==> config.mk <==
export PLATFORM = sky130hd
export DESIGN_NAME = hdlc_rx_deframer
export DESIGN_NICKNAME = d
export VERILOG_FILES = /design/src/rtl/hdlc_rx_pkg.sv /design/src/rtl/hdlc_descrambler.sv /design/src/rtl/hdlc_crc_unit.sv /design/src/rtl/hdlc_rx_ctrl.sv /design/src/rtl/hdlc_rx_datapath.sv /design/src/rtl/hdlc_rx_deframer.sv
export SDC_FILE = /design/constraint.sdc
export NUM_CORES = 1
export LEC_CHECK = 0
export BUFFER_PORTS_ARGS = -buffer_cell sky130_fd_sc_hd__buf_2
export CORE_UTILIZATION = 55
export CTS_BUF_LIST = sky130_fd_sc_hd__clkbuf_4 sky130_fd_sc_hd__clkbuf_8
export DETAILED_ROUTE_END_ITERATION = 8
export HOLD_SLACK_MARGIN = 0.08
export PLACE_DENSITY = 0.72
export SYNTH_ARGS = -nofsm -noshare
export SYNTH_HDL_FRONTEND = slang
export SYNTH_HIERARCHICAL = 1
export SYNTH_SLANG_ARGS = --single-unit
==> constraint.sdc <==
create_clock -name clk -period 5.1 [get_ports clk]
set_clock_uncertainty 0.2 [all_clocks]
set_input_delay 1.02 -clock clk [delete_from_list [all_inputs] [get_ports clk]]
set_output_delay 1.02 -clock clk [all_outputs]
set_load 0.01 [all_outputs]
==> src/rtl/hdlc_rx_pkg.sv <==
package hdlc_rx_pkg;
  localparam logic [7:0] FLAG_OCTET = 8'h7E;
  localparam logic [7:0] ESC_OCTET  = 8'h7D;
  localparam logic [7:0] ESC_MASK   = 8'h20;

  localparam logic [15:0] CRC16_POLY = 16'h8408;
  localparam logic [15:0] CRC16_INIT = 16'hFFFF;
  localparam logic [15:0] CRC16_GOOD = 16'hF0B8;
  localparam logic [31:0] CRC32_POLY = 32'hEDB88320;
  localparam logic [31:0] CRC32_INIT = 32'hFFFFFFFF;
  localparam logic [31:0] CRC32_GOOD = 32'hDEBB20E3;

  localparam int FCS16_BYTES   = 2;
  localparam int FCS32_BYTES   = 4;
  localparam int MAX_FCS_BYTES = FCS32_BYTES;

  typedef enum logic {ST_HUNT, ST_FRAME} rxState_t;

  typedef enum logic [2:0] {
    END_GOOD, END_BADFCS, END_ABORT, END_RUNT, END_GIANT
  } endKind_t;

  // strobes from the control FSM to the datapath
  typedef struct packed {
    logic open;      // a new frame begins after this octet
    logic push;      // deliver one destuffed octet into the frame
    logic unescape;  // the pushed octet follows an escape
    logic close;     // flag ends a non-empty frame
    logic abort;     // escape followed by flag ends the frame
  } ctrlStrobe_t;
endpackage

==> src/rtl/hdlc_descrambler.sv <==
module hdlc_descrambler #(
  parameter int LAG = 43
) (
  input  logic       clk,
  input  logic       rstN,
  input  logic       octetValid,
  input  logic       enable,
  input  logic [7:0] rawOctet,
  output logic [7:0] plainOctet
);
  logic [LAG-1:0] hist;
  logic [LAG-1:0] histNext;
  logic [7:0]     descr;

  // LSB first, each bit XORed with the received bit LAG positions back
  always_comb begin
    histNext = hist;
    descr    = '0;
    for (int i = 0; i < 8; i++) begin
      descr[i] = rawOctet[i] ^ histNext[LAG-1];
      histNext = {histNext[LAG-2:0], rawOctet[i]};
    end
    plainOctet = enable ? descr : rawOctet;
  end

  always_ff @(posedge clk) begin
    if (!rstN) hist <= '0;
    else if (octetValid) hist <= histNext;
  end
endmodule

==> src/rtl/hdlc_crc_unit.sv <==
module hdlc_crc_unit #(
  parameter int               WIDTH = 16,
  parameter logic [WIDTH-1:0] POLY  = '0,
  parameter logic [WIDTH-1:0] INIT  = '1
) (
  input  logic             clk,
  input  logic             rstN,
  input  logic             clear,
  input  logic             update,
  input  logic [7:0]       octet,
  output logic [WIDTH-1:0] crc
);
  logic [WIDTH-1:0] crcNext;

  always_comb begin
    crcNext = crc;
    for (int i = 0; i < 8; i++) begin
      if (crcNext[0] ^ octet[i]) crcNext = (crcNext >> 1) ^ POLY;
      else                       crcNext = crcNext >> 1;
    end
  end

  always_ff @(posedge clk) begin
    if (!rstN || clear) crc <= INIT;
    else if (update)    crc <= crcNext;
  end
endmodule

==> src/rtl/hdlc_rx_ctrl.sv <==
module hdlc_rx_ctrl
  import hdlc_rx_pkg::*;
(
  input  logic        clk,
  input  logic        rstN,
  input  logic        octetValid,
  input  logic [7:0]  octet,
  input  logic        emptyFrame,
  output ctrlStrobe_t stb
);
  rxState_t state;
  logic     escPend;
  logic     isFlag;
  logic     isEsc;

  assign isFlag = (octet == FLAG_OCTET);
  assign isEsc  = (octet == ESC_OCTET);

  always_comb begin
    stb = '0;
    if (octetValid) begin
      if (state == ST_HUNT) begin
        stb.open = isFlag;
      end else if (escPend) begin
        if (isFlag) begin
          stb.abort = 1'b1;
          stb.open  = 1'b1;
        end else begin
          stb.push     = 1'b1;
          stb.unescape = 1'b1;
        end
      end else if (isFlag) begin
        stb.close = !emptyFrame;
        stb.open  = 1'b1;
      end else if (!isEsc) begin
        stb.push = 1'b1;
      end
    end
  end

  always_ff @(posedge clk) begin
    if (!rstN) begin
      state   <= ST_HUNT;
      escPend <= 1'b0;
    end else if (octetValid) begin
      if (stb.open) state <= ST_FRAME;
      escPend <= (state == ST_FRAME) && !escPend && isEsc;
    end
  end
endmodule

==> src/rtl/hdlc_rx_datapath.sv <==
module hdlc_rx_datapath
  import hdlc_rx_pkg::*;
#(
  parameter int LEN_W = 16
) (
  input  logic             clk,
  input  logic             rstN,
  input  ctrlStrobe_t      stb,
  input  logic [7:0]       octet,
  input  logic             crcEn,
  input  logic             crc32Sel,
  input  logic             stripFcs,
  input  logic [LEN_W-1:0] minLen,
  input  logic [LEN_W-1:0] maxLen,
  output logic             emptyFrame,
  output logic             outValid,
  output logic [7:0]       outData,
  output logic             outSop,
  output logic             outEop,
  output logic             outErr,
  output logic             goodPulse,
  output logic             badFcsPulse,
  output logic             abortPulse,
  output logic             runtPulse,
  output logic             giantPulse
);
  localparam int HOLD_MAX = MAX_FCS_BYTES + 1;
  localparam int CNT_W    = $clog2(HOLD_MAX + 1);
  localparam logic [LEN_W-1:0] LEN_SAT = '1;

  logic [7:0]       frameData;
  logic [LEN_W-1:0] frameLen;
  logic [15:0]      crc16Val;
  logic [31:0]      crc32Val;

  logic [HOLD_MAX-1:0][7:0] holdBuf;
  logic [HOLD_MAX-1:0][7:0] holdNext;
  logic [CNT_W-1:0]         holdCnt;
  logic [CNT_W-1:0]         fcsBytes;
  logic [CNT_W-1:0]         depth;
  logic [7:0]               oldest;
  logic                     sopPend;

  logic     endNow, emitNow, flushNow;
  logic     isRunt, isGiant, crcBad;
  endKind_t kind;

  assign frameData  = stb.unescape ? (octet ^ ESC_MASK) : octet;
  assign emptyFrame = (frameLen == '0);

  // both CRC widths run side by side; the mode picks one at close
  hdlc_crc_unit #(.WIDTH(16), .POLY(CRC16_POLY), .INIT(CRC16_INIT)) u_crc16 (
    .clk(clk), .rstN(rstN), .clear(stb.open), .update(stb.push),
    .octet(frameData), .crc(crc16Val));

  hdlc_crc_unit #(.WIDTH(32), .POLY(CRC32_POLY), .INIT(CRC32_INIT)) u_crc32 (
    .clk(clk), .rstN(rstN), .clear(stb.open), .update(stb.push),
    .octet(frameData), .crc(crc32Val));

  always_ff @(posedge clk) begin
    if (!rstN || stb.open)                frameLen <= '0;
    else if (stb.push && frameLen != LEN_SAT) frameLen <= frameLen + 1'b1;
  end

  // hold line: deep enough to hide the FCS and still tag the last octet
  assign fcsBytes = crc32Sel ? CNT_W'(FCS32_BYTES) : CNT_W'(FCS16_BYTES);
  assign depth    = (crcEn && stripFcs) ? fcsBytes + 1'b1 : CNT_W'(1);
  assign oldest   = holdBuf[depth - 1'b1];

  assign holdNext[0] = frameData;
  for (genvar k = 1; k < HOLD_MAX; k++) begin : g_hold
    assign holdNext[k] = holdBuf[k-1];
  end

  always_ff @(posedge clk) begin
    if (!rstN) holdBuf <= '0;
    else if (stb.push) holdBuf <= holdNext;
  end

  always_ff @(posedge clk) begin
    if (!rstN || stb.open)                 holdCnt <= '0;
    else if (stb.push && holdCnt < depth)  holdCnt <= holdCnt + 1'b1;
  end

  assign endNow   = stb.close | stb.abort;
  assign emitNow  = stb.push && (holdCnt == depth);
  assign flushNow = endNow && (holdCnt == depth);

  // frame verdict with fixed priority
  assign isRunt  = (frameLen < minLen) ||
                   (crcEn && frameLen <= LEN_W'(fcsBytes));
  assign isGiant = (frameLen > maxLen);
  assign crcBad  = crcEn && (crc32Sel ? (crc32Val != CRC32_GOOD)
                                      : (crc16Val != CRC16_GOOD));

  always_comb begin
    if (stb.abort)   kind = END_ABORT;
    else if (isRunt) kind = END_RUNT;
    else if (isGiant) kind = END_GIANT;
    else if (crcBad) kind = END_BADFCS;
    else             kind = END_GOOD;
  end

  always_ff @(posedge clk) begin
    if (!rstN)           sopPend <= 1'b1;
    else if (stb.open)   sopPend <= 1'b1;
    else if (emitNow)    sopPend <= 1'b0;
  end

  always_ff @(posedge clk) begin
    if (!rstN) begin
      outValid    <= 1'b0;
      outData     <= '0;
      outSop      <= 1'b0;
      outEop      <= 1'b0;
      outErr      <= 1'b0;
      goodPulse   <= 1'b0;
      badFcsPulse <= 1'b0;
      abortPulse  <= 1'b0;
      runtPulse   <= 1'b0;
      giantPulse  <= 1'b0;
    end else begin
      outValid    <= emitNow | flushNow;
      outData     <= oldest;
      outSop      <= sopPend & (emitNow | flushNow);
      outEop      <= flushNow;
      outErr      <= flushNow && (kind != END_GOOD);
      goodPulse   <= endNow && (kind == END_GOOD);
      badFcsPulse <= endNow && (kind == END_BADFCS);
      abortPulse  <= endNow && (kind == END_ABORT);
      runtPulse   <= endNow && (kind == END_RUNT);
      giantPulse  <= endNow && (kind == END_GIANT);
    end
  end
endmodule

==> src/rtl/hdlc_rx_deframer.sv <==
module hdlc_rx_deframer
  import hdlc_rx_pkg::*;
#(
  parameter int LEN_W = 16,
  parameter int SCRAMBLE_LAG = 43
) (
  input  logic             clk,
  input  logic             rstN,
  input  logic             inValid,
  input  logic [7:0]       inOctet,
  input  logic             descrEn,
  input  logic             crcEn,
  input  logic             crc32Sel,
  input  logic             stripFcs,
  input  logic [LEN_W-1:0] minLen,
  input  logic [LEN_W-1:0] maxLen,
  output logic             outValid,
  output logic [7:0]       outData,
  output logic             outSop,
  output logic             outEop,
  output logic             outErr,
  output logic             goodPulse,
  output logic             badFcsPulse,
  output logic             abortPulse,
  output logic             runtPulse,
  output logic             giantPulse
);
  logic [7:0]  plainOctet;
  logic        emptyFrame;
  ctrlStrobe_t stb;

  hdlc_descrambler #(.LAG(SCRAMBLE_LAG)) u_descr (
    .clk(clk), .rstN(rstN), .octetValid(inValid), .enable(descrEn),
    .rawOctet(inOctet), .plainOctet(plainOctet));

  hdlc_rx_ctrl u_ctrl (
    .clk(clk), .rstN(rstN), .octetValid(inValid), .octet(plainOctet),
    .emptyFrame(emptyFrame), .stb(stb));

  hdlc_rx_datapath #(.LEN_W(LEN_W)) u_dp (
    .clk(clk), .rstN(rstN), .stb(stb), .octet(plainOctet),
    .crcEn(crcEn), .crc32Sel(crc32Sel), .stripFcs(stripFcs),
    .minLen(minLen), .maxLen(maxLen), .emptyFrame(emptyFrame),
    .outValid(outValid), .outData(outData), .outSop(outSop),
    .outEop(outEop), .outErr(outErr), .goodPulse(goodPulse),
    .badFcsPulse(badFcsPulse), .abortPulse(abortPulse),
    .runtPulse(runtPulse), .giantPulse(giantPulse));
endmodule

==> implementation parameters, run 1 <==
Parameter                              Value

Setup path
  CP Launch Type ... input pin
  Count of buffer and inverter cells on the critical path ... 1
  Biggest cell delay along the critical path ... 0.48 ns
  Library cell contributing the largest single delay on the critical path ... xnor2_1
  Worst path most repeated cell ... xnor2_2
  Critical path, cell by cell ... buf_2 -> nand2_1 -> xnor2_1 -> and4bb_2 -> nand2b_4 -> nor2b_1 -> xor2_1 -> xnor2_2 -> xnor2_2 -> xor3_1 -> a21oi_1
  Worst EP arrival ... 3.92 ns
  Critical path required time ... 5.28 ns
  Classification of the worst setup path ... in -> reg
  Critical-path maximum fanout ... 8
  Family with the most delay on the worst path ... XOR/XNOR gates
  Critical path capture point type ... register

Layout
  Share of post-route cells with drive strength above 1 ... 13.9%
  P&R area growth vs syn ... 10.2%
  Non-filler cells, final ... 1,177
  Diodes inserted ... 0
  Final non-filler cell area ... 9890 sq um
  Net count, final ... 1,033

Global routing
  Pin count of the biggest net entering global routing ... 56
  Number of global-route vias before repair ... 5,745
  First-pass GRT wire length ... 28,800 microns
  Number of antenna violations at the first check in global routing ... 0
  Overflow after GRT ... 0
  Combined global-route utilization of all metal layers ... 22.0%

Timing
  Portion of the clock cycle consumed by the worst path in the final layout ... 73.3%
  Worst setup slack after layout ... 1.36 ns
  Transition time at the pin with the least slew margin ... 0.785 ns
  Setup repair after global routing missed its margin ... false
  Final hold violation count ... 0
  Maximum clock frequency ... 267 MHz
  Fin crit period ... 3.74 ns
  Final setup violation count ... 0
  Max transition margin ... 47.7%
  Setup tns final ... 0 ns
  Max-slew violation count ... 0

Routing
  Via/cell ratio ... 5.37
  Per-cell routed wire length ... 15.1 microns
  First DRT Iteration DRCs ... 293
  Number of routed nets with antenna violations ... 0
  Length of the first detailed-routing pass in iterations ... 5
  Remaining routing DRC violations ... 0
  Via Count ... 6,325
  Wire length after detailed routing ... 17,800 microns

Synthesis
  Top cell type by total area after synthesis ... dfxtp_1
  Total of flip-flops plus latches after synthesis ... 170
  Most frequent cell after synthesis ... dfxtp_1
  Library cells used by synthesis ... 69
  Post-synth top flop ... dfxtp_1
  Number of cells produced by synthesis ... 893
  Commonest cells in the synthesized netlist ... 170 x dfxtp_1, 92 x mux2i_1, 86 x nor2_1
  Netlist area before placement ... 8970 sq um
  Net count after synthesis ... 978
  Number of enable-type register cells in the synthesized netlist ... 0
  Post-Synthesis Mean Instance Area ... 10.1 sq um
  Post-synthesis sequential area ratio ... 37.9%
  Share of the synthesized area in the top cell type ... 37.9%
  YS warnings ... 6
  Async SR Flop Fraction ... 0%
  Main area contributors after synthesis ... dfxtp_1 38%, mux2i_1 10%, xnor3_1 5.8%, xnor2_1 5.5%, ha_1 5.3%

Place
  Placed Area ... 9440 sq um
  Pre-CTS setup slack ... 0.882 ns
  Gpl congestion ... 0.835
  Buffers on Ports ... 63
  Hpwl dp ... 12,600 microns
  Number of cells in the design after placement ... 1,145

Clock network
  Clock transition at the registers of the reported paths ... 0.09 ns
  CTS HTree Levels ... 4
  Clk buf depth ... 2
  Total setup buffers inserted after CTS ... 0
  Number of clock sinks ... 170
  Root buffer cell ... clkbuf_8
  # resized after CTS ... 0
  Clock tree from TritonCTS ... built
  Number of hold buffers added after CTS ... 0
  Source-to-sink clock delay at the later pin of the worst-skew pair ... 0.45 ns
  CTS Buf Count ... 17

Floorplanning
  Die Outline Area ... 16,800 sq um
  Die H ... 130 microns
  I/O Pins ... 64
  Area of the core ... 15,900 sq um
  Starting Density ... 56.5%
  Number of core rows ... 46
  Die W ... 130 microns

Run status
  Outcome ... finished, final reports clean

Pwr
  VDD IR-drop max ... 0.178 mV
  Areal power density over the cells ... 272 nW/um^2
  Total power of the final layout ... 2.69 mW
  Leakage power figure ... 4.26 nW

Job
  Count of maximum capacitance violations ... 0

Hold path
  Worst hold path class ... reg -> reg
stage by stage:
stage | utilization (%) | hold WS, ns
finish | 62.3 | 0.257
global route | 62.3 | 0.267
CTS | 62.3 | 0.258
detailed placement | 59.4 | 0.235
global placement | 59.4 | 0.230
floorplan | - | 0.218
where the power goes:
group / switching, mW / total (mW) / internal (mW) / leakage (nW)
Clock: 0.508 / 1.07 / 0.559 / 0.220
Combinational: 0.137 / 0.278 / 0.141 / 2.67
Sequential: 0.00497 / 1.34 / 1.34 / 1.37
Total: 0.650 / 2.69 / 2.04 / 4.26
final timing paths:
path	startpoint	to	slack, ns	cells after the start
min reg2reg	u_dp/sopPend	u_dp/sopPend	0.26	1
min	u_dp/sopPend	u_dp/sopPend	0.26	1
max	descrEn	u_dp/u_crc32/crc[24]	1.36	11
max reg2reg	u_descr/hist[36]	u_dp/u_crc32/crc[24]	1.79	10
cell usage in the layout (no fill, tap or decap), drive strengths merged, types with 24 or more instances in the layout:
cell type and instances:
a21oi 34, buf 75, dfxtp 170, ha 38, inv 45, mux2i 92, nand2 46, nor2 86
nor2b 49, o21ai 28, xnor2 65, xnor3 24
final cells by class:
cell class	count	area, sq um
sequential	170	3400
multi-input combinational	643	5200
inverter	41	154
tap	216	270
fill	1363	5990
clock buffer	18	248
clock inverter	14	209
timing repair buffer	75	405
layer usage:
layer / global-route usage, % / part of all wire (%) / up-vias
met3: 3.53 / 3.9 / 19
met4: 7.73 / 1.4 / 0
met5: 0 / 0 / -
met1: 29.5 / 48 / 2940
met2: 36.2 / 47 / 135
li1: - / - / 3231
cells by family after synthesis:
logic type | count (synthesis) | synth area share (%)
adders and majority gates | 38 | 5.30
muxes | 93 | 10.4
AOI/OAI and AO/OA | 126 | 9.12
xor gates and xnor gates | 114 | 16.8
buffers and inverters | 80 | 4.22
DFF | 170 | 37.9
and+or+nand+nor | 272 | 16.3
sequential cells by signal, summed over array words and instances (netlist names), 3 cells and up:
register and cells:
u_dp/holdBuf 40, u_dp/u_crc16/crc 16, u_dp/frameLen 16, u_dp/outData 8, u_dp/holdCnt 3, u_descr/hist 43
u_dp/u_crc32/crc 32
Note: power is estimated with default switching activity, not from simulation.
==> run 2: changes to the inputs <==
--- a/config.mk
+++ b/config.mk
@@ -10,7 +10,7 @@
 export CTS_BUF_LIST = sky130_fd_sc_hd__clkbuf_4 sky130_fd_sc_hd__clkbuf_8
 export DETAILED_ROUTE_END_ITERATION = 8
 export HOLD_SLACK_MARGIN = 0.08
-export PLACE_DENSITY = 0.72
+export PLACE_DENSITY = 0.75
 export SYNTH_ARGS = -nofsm -noshare
 export SYNTH_HDL_FRONTEND = slang
 export SYNTH_HIERARCHICAL = 1
==> constraint.sdc (replaced) <==
create_clock -name clk -period 3.04 [get_ports clk]
set_clock_uncertainty 0.2 [all_clocks]
set_input_delay 0.608 -clock clk [delete_from_list [all_inputs] [get_ports clk]]
set_output_delay 0.608 -clock clk [all_outputs]
set_load 0.01 [all_outputs]
==> run 2 against run 1 <==
Effect of this change: register-to-register slack got worse by 1.4 ns; global-route usage increased by 0.46 points; sequential power increased by 68%; routed wire length increased by 1.4%; critical path depth unchanged; clock-buffer cell count increased by 3; core utilization increased by 2.6 points; clock power increased by 56%; first-iteration DRC count increased by 34%; highest routed layer unchanged.
==> implementation parameters, run 2 (synthesis gave the netlist of run 1 again) <==
Parameter                              Value

Layout
  Flip-flop count of the largest register, all copies and words added ... 43
  Final non-filler cell area ... 10,300 sq um
  Net count, final ... 1,066
  Most common cell after layout, fill and taps aside ... dfxtp_1
  P&R area growth vs syn ... 14.8%
  Register name with the most flops ... u_descr/hist
  Diodes inserted ... 0
  Most used cells in the layout excluding fill and tap cells ... 170 x dfxtp_1, 92 x mux2i_1, 86 x nor2_1
  Share of post-route cells with drive strength above 1 ... 18.3%
  Biggest regs ... u_descr/hist: 43 flops, u_dp/holdBuf: 40 flops, u_dp/u_crc32/crc: 32 flops
  Final core utilization ... 64.8%

Setup path
  CP Launch Type ... input pin
  Worst EP arrival ... 2.78 ns
  Family with the most delay on the worst path ... compound AO/OA/AOI/OAI gates
  Critical path, cell by cell ... buf_2 -> nand2_4 -> xnor2_4 -> buf_4 -> nor2_1 -> mux2_2 -> a21oi_4 -> nand4_1 -> a211oi_1 -> xnor2_1 -> nor2_1
  Classification of the worst setup path ... in -> reg
  Library cell contributing the largest single delay on the critical path ... a21oi_4
  Worst path most repeated cell ... nor2_1
  Critical path capture point type ... register
  Count of buffer and inverter cells on the critical path ... 2
  Biggest cell delay along the critical path ... 0.33 ns
  Critical-path maximum fanout ... 10
  Critical path required time ... 3.18 ns

Floorplanning
  Die Outline Area ... 16,800 sq um
  Die W ... 130 microns
  Starting Density ... 56.5%
  Area of the core ... 15,900 sq um
  Die H ... 130 microns
  I/O Pins ... 64
  Number of core rows ... 46

Timing
  Setup repair after global routing missed its margin ... false
  Final setup violation count ... 0
  Final hold violation count ... 0
  Max-slew violation count ... 0
  Portion of the clock cycle consumed by the worst path in the final layout ... 86.9%
  Transition time at the pin with the least slew margin ... 0.689 ns
  Maximum clock frequency ... 379 MHz
  Fin crit period ... 2.64 ns
  Setup tns final ... 0 ns
  Hold slack final ... 0.255 ns
  Max transition margin ... 54.1%

Clock network
  # resized after CTS ... 0
  CTS HTree Levels ... 4
  Source-to-sink clock delay at the later pin of the worst-skew pair ... 0.45 ns
  Clk buf depth ... 2
  Number of clock sinks ... 170
  Root buffer cell ... clkbuf_8
  Total setup buffers inserted after CTS ... 0
  Clock transition at the registers of the reported paths ... 0.08 ns
  CTS Buf Count ... 17
  Clock tree from TritonCTS ... built
  Number of hold buffers added after CTS ... 0

Pwr
  VDD IR-drop max ... 0.479 mV
  Areal power density over the cells ... 431 nW/um^2
  Clock group share of total power ... 37.7%
  Leakage power figure ... 4.51 nW
  Switching power total ... 1.05 mW
  Combinational share of power ... 11.6%
  Switching Share ... 23.7%
  Total power of the final layout ... 4.44 mW
  Fraction of power consumed by sequential logic ... 50.7%
  Cell-internal power ... 3.39 mW

Global routing
  First-pass GRT wire length ... 29,500 microns
  Pin count of the biggest net entering global routing ... 51
  Combined global-route utilization of all metal layers ... 22.5%
  Number of antenna violations at the first check in global routing ... 0
  Number of global-route vias before repair ... 6,052
  Overflow after GRT ... 0

Job
  Count of maximum capacitance violations ... 0

Place
  Hpwl dp ... 13,100 microns
  Placed Area ... 9880 sq um
  Buffers on Ports ... 63
  Gpl congestion ... 0.843

Routing
  Length of the first detailed-routing pass in iterations ... 5
  Via Count ... 6,462
  Number of routed nets with antenna violations ... 0
  Per-cell routed wire length ... 14.9 microns
  First DRT Iteration DRCs ... 394
  Wire length after detailed routing ... 18,000 microns
  Remaining routing DRC violations ... 0
  Via/cell ratio ... 5.34

Run status
  Outcome ... finished, final reports clean

Hold path
  Worst hold path class ... reg -> reg
## run 2: changes by cell type in the layout (fill, tap and decap cells not counted), sizes merged
| cell | delta |
|---|---|
| clkbuf | +3 |
| inv | -5 |
| clkinv | +3 |
| buf | +33 |
| bufinv | -1 |
## run 2: area by class of cell
| type | count | area, sq um |
|---|---|---|
| clock inverter | 11 | 145 |
| inverter | 41 | 154 |
| clock buffer | 21 | 277 |
| tap | 216 | 270 |
| multi-input combinational | 643 | 5390 |
| fill | 1317 | 5590 |
| timing repair buffer | 108 | 666 |
| sequential | 170 | 3400 |
## run 2: worst reg2reg max path, cell delays in order (launching register included)
cell	delay, ns
dfxtp_1	0.38
nand2_4	0.08
xnor2_4	0.16
buf_4	0.19
nor2_1	0.07
mux2_2	0.29
a21oi_4	0.33
nand4_1	0.29
a211oi_1	0.31
xnor2_1	0.17
nor2_1	0.05
## run 2: metrics by stage
step	setup WS [ns]	cells
2_1_floorplan	0.00791	893
3_3_place_gp	0.00976	1178
3_5_place_dp	-0.0815	1178
4_1_cts	0.389	1210
5_1_grt	0.207	1210
6_report	0.398	1210
## run 2: power groups by stage
stage          Sequential (mW)  Clock [mW]  Combinational (mW)
6_report                  2.25        1.67               0.517
5_1_grt                   2.25        1.81               0.557
4_1_cts                   2.25        1.72               0.518
3_5_place_dp              2.30           0               0.515
3_3_place_gp              2.30           0               0.508
2_1_floorplan             2.30           0               0.382
## run 2: per-layer routing
| layer | part of all wire [%] | up-vias | wire length [microns] | track usage [%] |
|---|---|---|---|---|
| met1 | 48 | 3030 | 8680 | 29.4 |
| li1 | - | 3283 | - | - |
| met2 | 46 | 128 | 8350 | 37.4 |
| met5 | 0 | - | 0 | 0 |
| met3 | 3.8 | 21 | 683 | 4.55 |
| met4 | 1.7 | 0 | 298 | 7.05 |
## run 2: worst paths after layout
kind / from / endpoint / slack (ns) / depth (start not counted)
hold reg to reg: u_dp/sopPend / u_dp/sopPend / 0.25 / 1
setup / recovery: descrEn / u_dp/frameLen[11] / 0.40 / 11
setup reg to reg: u_descr/hist[41] / u_dp/frameLen[11] / 0.40 / 10
hold / removal: u_dp/sopPend / u_dp/sopPend / 0.25 / 1
==> run 3: changes to the inputs <==
--- a/config.mk
+++ b/config.mk
@@ -10,7 +10,8 @@
 export CTS_BUF_LIST = sky130_fd_sc_hd__clkbuf_4 sky130_fd_sc_hd__clkbuf_8
 export DETAILED_ROUTE_END_ITERATION = 8
 export HOLD_SLACK_MARGIN = 0.08
-export PLACE_DENSITY = 0.75
+export MAX_ROUTING_LAYER = met4
+export PLACE_DENSITY = 0.72
 export SYNTH_ARGS = -nofsm -noshare
 export SYNTH_HDL_FRONTEND = slang
 export SYNTH_HIERARCHICAL = 1
==> constraint.sdc (replaced) <==
create_clock -name clk -period 2.75 [get_ports clk]
set_clock_uncertainty 0.2 [all_clocks]
set_input_delay 0.55 -clock clk [delete_from_list [all_inputs] [get_ports clk]]
set_output_delay 0.55 -clock clk [all_outputs]
set_load 0.01 [all_outputs]
==> run 3 against run 2 <==
Effect of this change: via count up 3.1%; power up 12%; register-to-register slack lost 0.29 ns; largest power group unchanged; highest routed layer unchanged; critical endpoint is now u_dp/u_crc32/crc[24]; sequential share of layout area down 1.2 points; critical path depth unchanged; clock-buffer cell count is the same; final area increased by 3.7%; cell count grew 3.4%; clock power increased by 11%; non-clock buffer count increased by 42; die area unchanged.
==> implementation parameters, run 3 (synthesis gave the netlist of run 1 again) <==
Parameter                              Value

Timing
  Fin crit period ... 2.64 ns
  Max transition margin ... 59.2%
  Max-slew violation count ... 0
  Hold slack final ... 0.218 ns
  Transition time at the pin with the least slew margin ... 0.612 ns
  Portion of the clock cycle consumed by the worst path in the final layout ... 96.1%
  Final hold violation count ... 0
  Final setup violation count ... 0
  Maximum clock frequency ... 379 MHz

Routing
  Uppermost layer routed ... met4
  Met2 wire length ... 8740 microns
  Post-route met1 wirelength ... 9190 microns
  Remaining routing DRC violations ... 0
  Via/cell ratio ... 5.33
  Per-cell routed wire length ... 15.1 microns
  First DRT Iteration DRCs ... 453
  Via Count ... 6,665
  Length of the first detailed-routing pass in iterations ... 5
  Met3 wire length ... 613 microns
  Number of routed nets with antenna violations ... 0
  Wire length after detailed routing ... 18,900 microns

Pwr
  Leakage power figure ... 4.74 nW
  Cell-internal power ... 3.76 mW
  VDD IR-drop max ... 0.397 mV
  Combinational share of power ... 12.3%
  Clock group share of total power ... 37.5%
  Areal power density over the cells ... 463 nW/um^2
  Switching power total ... 1.19 mW
  Fraction of power consumed by sequential logic ... 50.3%
  Switching Share ... 24.1%

Setup path
  Classification of the worst setup path ... reg -> reg
  Capture point of the worst reg-to-reg path ... u_dp/u_crc32/crc[24]
  Depth of the worst register-to-register path ... 11
  Critical path required time ... 2.93 ns
  Critical-path maximum fanout ... 6
  Flop-to-flop setup slack ... 0.11 ns
  Critical path capture point type ... register
  Worst EP arrival ... 2.83 ns
  Reg-to-reg startpoint ... u_descr/hist[41]
  CP Launch Type ... register

Clock network
  Source-to-sink clock delay at the later pin of the worst-skew pair ... 0.46 ns
  Clock transition at the registers of the reported paths ... 0.09 ns
  Root buffer cell ... clkbuf_8
  Clk buf depth ... 2
  Clock tree from TritonCTS ... built
  CTS Buf Count ... 17
  Number of clock sinks ... 170
  CTS HTree Levels ... 4

Global routing
  Overflow after GRT ... 0
  Combined global-route utilization of all metal layers ... 24.7%
  Number of global-route vias before repair ... 6,254
  Pin count of the biggest net entering global routing ... 43
  First-pass GRT wire length ... 31,200 microns
  Number of antenna violations at the first check in global routing ... 0

Layout
  Net count, final ... 1,108
  Most used cells in the layout excluding fill and tap cells ... 170 x dfxtp_1, 92 x mux2i_1, 86 x nor2_1
  Final non-filler cell area ... 10,700 sq um
  Share of post-route cells with drive strength above 1 ... 21.6%
  Register name with the most flops ... u_descr/hist
  Diodes inserted ... 0
  Flip-flop count of the largest register, all copies and words added ... 43
  Most common cell after layout, fill and taps aside ... dfxtp_1
  Non-filler cells, final ... 1,251
  Biggest regs ... u_descr/hist: 43 flops, u_dp/holdBuf: 40 flops, u_dp/u_crc32/crc: 32 flops
  P&R area growth vs syn ... 19.0%

Hold path
  Instance count along the most critical hold path ... 3
  End of the worst hold path ... u_descr/hist[1]
  Hold path startpoint ... inOctet[6]
  Worst hold path class ... in -> reg

Floorplanning
  Starting Density ... 56.5%
  Die H ... 130 microns
  Die Outline Area ... 16,800 sq um
  I/O Pins ... 64
  Area of the core ... 15,900 sq um
  Die W ... 130 microns
  Number of core rows ... 46

Place
  Hpwl dp ... 13,900 microns
  Placed Area ... 10,200 sq um
  Gpl congestion ... 0.890
  Number of cells in the design after placement ... 1,218
  Buffers on Ports ... 63

Job
  Count of maximum capacitance violations ... 0

Run status
  Outcome ... finished, final reports clean
[run 3: cell count changes in the layout (fill, tap and decap cells not counted), moves of 2 or more]
cell,before,now
buf_12,1,6
buf_4,44,81
clkinv_2,3,1
clkinv_4,2,4
[run 3: layout make-up]
class	count	area (sq um)
multi-input combinational	643	5400
fill	1301	5200
tap	216	270
clock inverter	10	145
sequential	170	3400
inverter	41	154
clock buffer	21	270
timing repair buffer	150	1040
[run 3: repair_timing]
| item | CTS | global route |
|---|---|---|
| setup buffers | 0 | 2 |
| gates resized for setup | 0 | 1 |
| hold buffers | 0 | 0 |
| endpoints found under the setup margin | 0 | 13 |
[run 3: how the worst max path moves through the flow]
stage | from | end | depth (start not counted)
6_report | u_descr/hist[41] | u_dp/u_crc32/crc[24] | 11
5_1_grt | u_descr/hist[41] | u_dp/frameLen[9] | 10
4_1_cts | u_descr/hist[41] | u_dp/frameLen[15] | 9
3_5_place_dp | descrEn | u_dp/frameLen[15] | 10
3_3_place_gp | descrEn | u_dp/frameLen[13] | 11
2_1_floorplan | descrEn | u_dp/u_crc32/crc[17] | 11
[run 3: metal layers]
| metal | track usage [%] | vias to the layer above |
|---|---|---|
| li1 | - | 3376 |
| met1 | 32.4 | 3140 |
| met2 | 38.3 | 124 |
| met3 | 4.06 | 25 |
| met4 | 9.30 | 0 |
| met5 | - | - |
[run 3: critical path, cell delays in order (launching register included)]
cell and delay [ns]:
dfxtp_1 0.46, nand2_8 0.08, xnor2_4 0.17, and4bb_2 0.28
nand2b_4 0.06, nor2b_4 0.14, xor2_4 0.20, xnor2_4 0.16
buf_12 0.15, xnor2_4 0.24, xor3_1 0.27, a21oi_1 0.16
[run 3: power groups by stage]
stage	Combinational [mW]	Sequential [mW]	Clock, mW
6_report	0.606	2.49	1.86
5_1_grt	0.657	2.49	2.01
4_1_cts	0.609	2.49	1.90
3_5_place_dp	0.606	2.55	0
3_3_place_gp	0.598	2.55	0
2_1_floorplan	0.425	2.55	0
[run 3: per-stage QoR]
step	setup slack, ns	power, mW	setup TNS [ns]	util (%)
floorplan	-0.196	2.97	-2.40	-
global placement	-0.226	3.14	-10.18	64.5
detailed placement	-0.302	3.15	-17.11	64.5
CTS	0.0518	4.99	0	67.1
global route	-0.00835	5.15	-0.00835	67.2
finish	0.108	4.95	0	67.2
